File: src/rtl/sw_pkg.sv
package sw_pkg;

    localparam int WORD_W    = 32;
    localparam int LVL_W     = 3;
    localparam int TYPE_W    = 3;
    localparam int LS_W      = 3;
    localparam int WAY_W     = 10;
    localparam int SET_W     = 15;
    localparam int WAY_LSB   = LS_W;
    localparam int SET_LSB   = WAY_LSB + WAY_W;
    localparam int SH_W      = $clog2(WORD_W) + 1;
    localparam int LINE_BASE = 4;
    localparam int MIN_DTYPE = 2;
    localparam int SEL_W     = LVL_W + 1;

    typedef enum logic [2:0] {
        ST_IDLE,
        ST_CHECK,
        ST_SETTLE,
        ST_EMIT,
        ST_DONE
    } walk_state_e;

    typedef struct packed {
        logic [SH_W-1:0]  line_sh;
        logic [WAY_W-1:0] max_way;
        logic [SET_W-1:0] max_set;
        logic [SH_W-1:0]  way_sh;
        logic             way_none;
    } geom_t;

    function automatic logic [SH_W-1:0] lead_zeros(input logic [WORD_W-1:0] v);
        logic [SH_W-1:0] n;
        logic            hit;
        n   = SH_W'(WORD_W);
        hit = 1'b0;
        for (int i = WORD_W - 1; i >= 0; i--) begin
            if (!hit && v[i]) begin
                n   = SH_W'(WORD_W - 1 - i);
                hit = 1'b1;
            end
        end
        return n;
    endfunction

    function automatic logic [TYPE_W-1:0] level_type(input logic [WORD_W-1:0] id,
                                                     input logic [LVL_W-1:0]  lvl);
        logic [WORD_W-1:0] sh;
        sh = id >> (TYPE_W * int'(lvl));
        return sh[TYPE_W-1:0];
    endfunction

endpackage

File: src/rtl/sw_geom_decode.sv
module sw_geom_decode
    import sw_pkg::*;
(
    input  logic [WORD_W-1:0] size_id_i,
    output geom_t             geom_o
);
    logic [WAY_W-1:0] max_way;

    assign max_way = size_id_i[WAY_LSB +: WAY_W];

    always_comb begin
        geom_o.line_sh  = SH_W'(size_id_i[LS_W-1:0]) + SH_W'(LINE_BASE);
        geom_o.max_way  = max_way;
        geom_o.max_set  = size_id_i[SET_LSB +: SET_W];
        geom_o.way_sh   = lead_zeros(WORD_W'(max_way));
        geom_o.way_none = (max_way == '0);
    end
endmodule

File: src/rtl/sw_index_walker.sv
module sw_index_walker
    import sw_pkg::*;
(
    input  logic             clk,
    input  logic             rst,
    input  logic             load_i,
    input  logic [WAY_W-1:0] max_way_i,
    input  logic [SET_W-1:0] max_set_i,
    input  logic             step_i,
    output logic [WAY_W-1:0] way_o,
    output logic [SET_W-1:0] set_o,
    output logic             last_o
);
    logic [WAY_W-1:0] top_way_q;
    logic [WAY_W-1:0] way_q;
    logic [SET_W-1:0] set_q;

    always_ff @(posedge clk) begin
        if (rst) begin
            top_way_q <= '0;
            way_q     <= '0;
            set_q     <= '0;
        end else if (load_i) begin
            top_way_q <= max_way_i;
            way_q     <= max_way_i;
            set_q     <= max_set_i;
        end else if (step_i) begin
            if (way_q == '0) begin
                if (set_q != '0) begin
                    set_q <= set_q - 1'b1;
                    way_q <= top_way_q;
                end
            end else begin
                way_q <= way_q - 1'b1;
            end
        end
    end

    assign way_o  = way_q;
    assign set_o  = set_q;
    assign last_o = (way_q == '0) && (set_q == '0);
endmodule

File: src/rtl/sw_operand_pack.sv
module sw_operand_pack
    import sw_pkg::*;
(
    input  logic [LVL_W-1:0]  level_i,
    input  logic [WAY_W-1:0]  way_i,
    input  logic [SET_W-1:0]  set_i,
    input  geom_t             geom_i,
    output logic [WORD_W-1:0] word_o
);
    logic [WORD_W-1:0] lvl_part;
    logic [WORD_W-1:0] way_part;
    logic [WORD_W-1:0] set_part;

    always_comb begin
        lvl_part = WORD_W'({level_i, 1'b0});
        way_part = geom_i.way_none ? '0 : (WORD_W'(way_i) << geom_i.way_sh);
        set_part = WORD_W'(set_i) << geom_i.line_sh;
        word_o   = lvl_part | way_part | set_part;
    end
endmodule

File: src/rtl/cache_sw_walker.sv
module cache_sw_walker
    import sw_pkg::*;
(
    input  logic              clk,
    input  logic              rst,
    input  logic              start_i,
    input  logic [WORD_W-1:0] level_id_i,
    input  logic [LVL_W-1:0]  loc_i,
    output logic [SEL_W-1:0]  sel_o,
    input  logic [WORD_W-1:0] size_id_i,
    output logic              op_valid_o,
    input  logic              op_ready_i,
    output logic [WORD_W-1:0] op_data_o,
    output logic              busy_o,
    output logic              done_o
);
    walk_state_e      state_q;
    logic [LVL_W-1:0] level_q;
    geom_t            geom_d;
    geom_t            geom_q;
    logic [WAY_W-1:0] way;
    logic [SET_W-1:0] set_idx;
    logic             last;
    logic             level_in_range;
    logic             level_has_data;
    logic             accept;
    logic             load;

    assign level_in_range = (level_q < loc_i);
    assign level_has_data = (level_type(level_id_i, level_q) >= TYPE_W'(MIN_DTYPE));
    assign accept         = (state_q == ST_EMIT) && op_ready_i;
    assign load           = (state_q == ST_SETTLE);

    sw_geom_decode u_decode (
        .size_id_i (size_id_i),
        .geom_o    (geom_d)
    );

    sw_index_walker u_walk (
        .clk       (clk),
        .rst       (rst),
        .load_i    (load),
        .max_way_i (geom_d.max_way),
        .max_set_i (geom_d.max_set),
        .step_i    (accept),
        .way_o     (way),
        .set_o     (set_idx),
        .last_o    (last)
    );

    sw_operand_pack u_pack (
        .level_i (level_q),
        .way_i   (way),
        .set_i   (set_idx),
        .geom_i  (geom_q),
        .word_o  (op_data_o)
    );

    always_ff @(posedge clk) begin
        if (rst) begin
            state_q <= ST_IDLE;
            level_q <= '0;
            geom_q  <= '0;
        end else begin
            unique case (state_q)
                ST_IDLE: begin
                    if (start_i) begin
                        level_q <= '0;
                        state_q <= ST_CHECK;
                    end
                end
                ST_CHECK: begin
                    if (!level_in_range) begin
                        state_q <= ST_DONE;
                    end else if (level_has_data) begin
                        state_q <= ST_SETTLE;
                    end else begin
                        level_q <= level_q + 1'b1;
                    end
                end
                ST_SETTLE: begin
                    geom_q  <= geom_d;
                    state_q <= ST_EMIT;
                end
                ST_EMIT: begin
                    if (op_ready_i && last) begin
                        level_q <= level_q + 1'b1;
                        state_q <= ST_CHECK;
                    end
                end
                ST_DONE: begin
                    state_q <= ST_IDLE;
                end
                default: state_q <= ST_IDLE;
            endcase
        end
    end

    assign sel_o      = {level_q, 1'b0};
    assign op_valid_o = (state_q == ST_EMIT);
    assign done_o     = (state_q == ST_DONE);
    assign busy_o     = (state_q != ST_IDLE);
endmodule

File: config.mk
export PLATFORM = sky130hd
export DESIGN_NAME = cache_sw_walker
export DESIGN_NICKNAME = d
export VERILOG_FILES = /design/src/rtl/sw_pkg.sv /design/src/rtl/sw_geom_decode.sv /design/src/rtl/sw_index_walker.sv /design/src/rtl/sw_operand_pack.sv /design/src/rtl/cache_sw_walker.sv
export SDC_FILE = /design/constraint.sdc
export NUM_CORES = 1
export LEC_CHECK = 0
export ABC_AREA = 1
export BUFFER_PORTS_ARGS = -buffer_cell sky130_fd_sc_hd__buf_2
export CAP_MARGIN = 30
export CORE_UTILIZATION = 54
export CTS_BUF_LIST = sky130_fd_sc_hd__clkbuf_8
export DETAILED_ROUTE_END_ITERATION = 8
export PLACE_DENSITY = 0.8
export SKIP_LAST_GASP = 1
export SYNTH_ARGS = -nofsm -noshare
export SYNTH_HDL_FRONTEND = slang
export SYNTH_HIERARCHICAL = 1
export SYNTH_SLANG_ARGS = --single-unit
File: constraint.sdc
create_clock -name clk -period 2 [get_ports clk]
set_input_delay 0.1 -clock clk [delete_from_list [all_inputs] [get_ports clk]]
set_output_delay 0.1 -clock clk [all_outputs]
set_load 0.02 [all_outputs]
Yosys cells after proc, flatten, opt, wreduce, memory -nomap -nowiden
Cells that the tools add are included.
- multiply operators: 1
- mux-type cells: 38
- $add $sub $neg: 4
- reduce and logical (&&, ||, !) cells: 35
- bitwise logic cells: 2
- div/mod/pow operators: 0
- $lt $le $gt $ge: 2
- equality and inequality tests: 10
- shifts and indexed selects: 3
- operator list (kind ; number):
    2-to-1 mux 15 bit ; 4
    2-to-1 mux 6 bit ; 10
    2-to-1 mux 10 bit ; 4
    2-to-1 mux 32 bit ; 1
    bitwise OR 32 bit ; 1
    bitwise OR 4 x 32 -> 32 bit ; 1
    left shift 10 x 6 -> 32 bit ; 1
    left shift 15 x 6 -> 32 bit ; 1
    >> shifter 32 x 5 -> 3 bit ; 1
    2-to-1 mux 3 bit ; 8
    logical NOT 10 bit ; 2
    logical NOT 15 bit ; 1
    nonzero test 15 bit ; 1
    subtractor 15 x 1 -> 15 bit (second input constant) ; 1
    logical AND 1 bit ; 12
    case mux 3 bit (4 select lines) ; 1
    subtractor 10 x 1 -> 10 bit (second input constant) ; 1
    logical NOT 1 bit ; 9
    2-to-1 mux 1 bit ; 9
    case mux 3 bit (3 select lines) ; 1
    == test 3 x 2 -> 1 bit (second input constant) ; 2
    != test 2 bit (second input constant) ; 3
    AND reduction 3 bit ; 2
    nonzero test 2 bit ; 3
    other kinds (14) ; 15
- output and inout bits: 39
- bits in latches: 0
- memories kept: 0
- word-level logic and storage cells: 103
- bits in registers: 54
- bits in read-only memories: 0
- memory bits (writable): 0

Depth between registers and ports, before layout
- word-level depth: 28
- gate-level depth with buffers: 13

By module
The synthesis kept the hierarchy.
- modules (own cells, without submodules) (module ; area each (sq um) ; instances ; cells an instance):
    sw_index_walker ; 2140.8 ; 1 ; 344
    sw_operand_pack ; 2124.5 ; 1 ; 441
    cache_sw_walker ; 1911.8 ; 1 ; 266
    sw_geom_decode ; 412.9 ; 1 ; 65

Least setup slack after synthesis
Ideal clock, no wire load.
- kind: reg-to-reg
- from: register u_walk.way_q[0] (netlist: u_walk/way_o[0])
- to: register level_q[1]
- library setup time: 0.116 ns
- setup slack: 0.152 ns
- arrival time: 1.732 ns
- period minus slack after synthesis: 1.848 ns
- cell stages (with the launch flop): 14
- path buffers: 0
- cell sequence: dfxtp_1 inv_1 ha_1 nand2_2 nor2_8 nand3b_2 nor2_1 nand2_1 nand2_1 nand2_2 a31oi_4 nand3_1 nand2_1 nor2_1
- word-level cells in the longest chain between the ends: 5
- RTL lines (item ; RTL line ; text):
    start: declaration ; sw_index_walker.sv:15 ; logic [WAY_W-1:0] way_q;
    start signal: assignment ; sw_index_walker.sv:25 ; way_q <= max_way_i;
    start signal: assignment ; sw_index_walker.sv:31 ; way_q <= top_way_q;
    start signal: assignment ; sw_index_walker.sv:34 ; way_q <= way_q - 1'b1;
    logical NOT 10 bit ; sw_index_walker.sv:41 ; assign last_o = (way_q == '0) && (set_q == '0);
    logical AND 1 bit ; sw_index_walker.sv:41 ;
    via last ; cache_sw_walker.sv:23 ; logic last;
    logical AND 1 bit ; cache_sw_walker.sv:86 ; if (op_ready_i && last) begin
    != test 2 x 1 -> 1 bit (no line) ; -- ;
    AND reduction 5 bit (no line) ; -- ;
    end signal: assignment ; cache_sw_walker.sv:78 ; level_q <= level_q + 1'b1;
    end signal: assignment ; cache_sw_walker.sv:87 ; level_q <= level_q + 1'b1;
    end: declaration ; cache_sw_walker.sv:18 ; logic [LVL_W-1:0] level_q;
The timed path passes the listed nets, and every way through them passes these cells.
A chain may end at the register's enable or synchronous reset.

Final worst setup path
- from: register u_walk.set_q[1] (netlist: u_walk/set_o[1])
- to: register level_q[0]
- word-level cells in the longest chain between the ends: 5
- RTL lines (item ; RTL line ; text):
    start: declaration ; sw_index_walker.sv:16 ; logic [SET_W-1:0] set_q;
    start signal: assignment ; sw_index_walker.sv:26 ; set_q <= max_set_i;
    start signal: assignment ; sw_index_walker.sv:30 ; set_q <= set_q - 1'b1;
    logical NOT 15 bit ; sw_index_walker.sv:41 ;
    logical AND 1 bit ; sw_index_walker.sv:41 ;
    via last ; cache_sw_walker.sv:23 ;
    logical AND 1 bit ; cache_sw_walker.sv:86 ;
    != test 2 x 1 -> 1 bit (no line) ; -- ;
    AND reduction 5 bit (no line) ; -- ;
The timed path passes the listed nets, and every way through them passes these cells.

==> flow_summary_export.csv <==
group,metric,value,unit
clocking,cts_hold_buf,0,
yosys,ys_warn_count,6,
clocking,clock-sinks,54,
worst_setup_path,crit_start,"u_walk/set_o[1]",
placed_design,gp_congestion,0.9773,
placed_design,place.port_buffers,88,
global_route,grt_pass1_wl,28370,microns
die,fp.coreArea,10320,sq um
sta,setup_violations,0,
power_and_ir_drop,peakVddDrop,0.0009344,V
yosys,avgSynthCellArea,5.693,sq um
clocking,cts_root_buf,"clkbuf_8",
route,via_per_inst,5.525,
sta,rsz0062_at_grt,"yes",
power_and_ir_drop,powerDensity,1997,nW/um^2
global_route,first_global_vias,6212,
worst_setup_path,arrival,2130,ps
route,first_pass_iters,7,
route,antenna_left,0,
die,rows,37,
yosys,syn_inst,1012,
die,start_util,0.5581,
sta,setup-tns-final,0,ps
final_layout,nNetsFinal,1175,
sta,post-route-period-util,0.9576,
worst_setup_path,required,2220,ps
global_route,grt_usage,0.3122,
die,dieArea,11090,sq um
sta,maxSlewViolCount,0,
die,boundaryPins,110,
sta,fin_crit,1915,ps
route,vias,6829,
placed_design,placed_cells,1218,
route,wirelength,17560,microns
global_route,grt_max_degree,28,
final_layout,final_cells,1236,
power_and_ir_drop,leakagePower,3.337,nW
route,drc,0,
final_layout,drive_gt1_frac,0.2418,
worst_setup_path,cp-start-kind,"register",
die,die-width,105.3,microns
final_layout,syn2layout_area_growth,15.46,%
sta,fmax,0.5222,GHz
clocking,clk_transition_reported_paths,110,ps
die,die_h,105.3,microns
worst_setup_path,r2r_setup_slack,80,ps
route,drt-initial-drc-count,573,
route,wire_per_inst,14.21,microns
sta,hold_violations,0,
clocking,clk_latency,310,ps
final_layout,final_util,0.6444,
worst_setup_path,reg2reg_from,"u_walk/set_o[1]",
final_layout,diodes,0,
min_path,hp-start,"rst",
placed_design,post-dp-hpwl,13350,microns
worst_setup_path,critPathCaptureType,"register",
yosys,syn_area,5762,sq um
outcome,status,"finished clean",
worst_setup_path,worstPathMaxFanout,6,
clocking,cts-buffers-inserted,5,
clocking,cts_tree,"yes",
clocking,h-tree-depth,2,
global_route,overflow,0,
min_path,min_path_type,"in -> reg",
global_route,grt_antenna_before_repair,0,
clocking,max-clock-path-buffers,2,
sta,fin_skew,12.65,ps
worst_setup_path,crit_type,"reg -> reg",
run,drv_cap,0,
## routing by layer
metal,up-vias,routed length (microns),part of all wire,global-route usage
li1,3422,-,-,-
met1,3037,7751,0.44,0.4174
met2,323,7973,0.45,0.5070
met3,47,1374,0.078,0.04267
met4,0,461,0.026,0.1227
met5,-,0,0,0
## cell usage in the layout, fill, tap and decap left out, types with 5 or more instances in the layout
cell type / instances
o21ai_1: 16
nand4_1: 12
buf_2: 85
inv_2: 10
o21ai_0: 34
nand3b_1: 5
nand3_2: 19
nand2_4: 5
nor2_2: 11
nor2_1: 106
inv_1: 76
nand2_1: 294
o211ai_1: 11
a21oi_1: 47
dfxtp_2: 7
nor3_1: 6
buf_4: 65
nand2_2: 18
xor2_1: 7
nand3_1: 156
dfxtp_1: 44
clkbuf_8: 6
## registers in the layout, summed over array words and instances, names as in the netlist
| register | count |
|---|---|
| geom_q | 13 |
| level_q | 3 |
| state_q | 3 |
| u_walk/set_o | 15 |
| u_walk/top_way_q | 10 |
| u_walk/way_o | 10 |
## final timing paths
path	to	cells past startpoint
worst max-delay path	level_q[0]	13
worst min-delay path	state_q[2]	2
worst max register to register	level_q[0]	13
worst min register to register	u_walk/top_way_q[3]	2
## worst max-delay path, cell delays in order, from the launching register on
cell and delay, ps:
dfxtp_2 340, inv_2 70, ha_4 140, nand2_2 60, nor2_2 120, nand4_1 200, nor2_2 220, nand2_1 80
nand2_1 80, nand2_2 70, a31oi_4 230, nand3_1 110, nand2_1 70, nor2_1 40
## stage by stage
step	worst slack (ps)	cell area, sq um	hold slack, ps	total power, mW
after CTS	16.99	6405	15.88	12.55
after floorplan	151.8	5766	179.3	8.962
final	84.89	6653	18.91	13.28
after global placement	97.57	6304	342.8	11.73
after detailed placement	50.99	6304	353.7	11.82
after global routing	-88.32	6653	29.52	14.52
## final cells by class
class / count / area, sq um
inverters: 92 / 362.8
repair inverters: 1 / 5.005
fillers: 1022 / 3671
flip-flops and latches: 54 / 1101
multi-input cells: 790 / 3928
clock buffers: 6 / 82.58
well taps: 136 / 170.2
clock inverters: 2 / 12.51
repair buffers: 155 / 991.0
## power by group
group	leakage, nW	internal, mW	switching (mW)
logic	2.84	3.94	6.91
clock network	0.0530	0.283	0.382
registers	0.446	1.44	0.325
total	3.34	5.66	7.62
## repair_timing
item,CTS,global route
cloned,0,3
setup endpoints to repair,2,54
resized for setup,2,56
pin swaps,0,13
setup buffers,0,7
No activity file was read; power rests on OpenSTA's default activity.
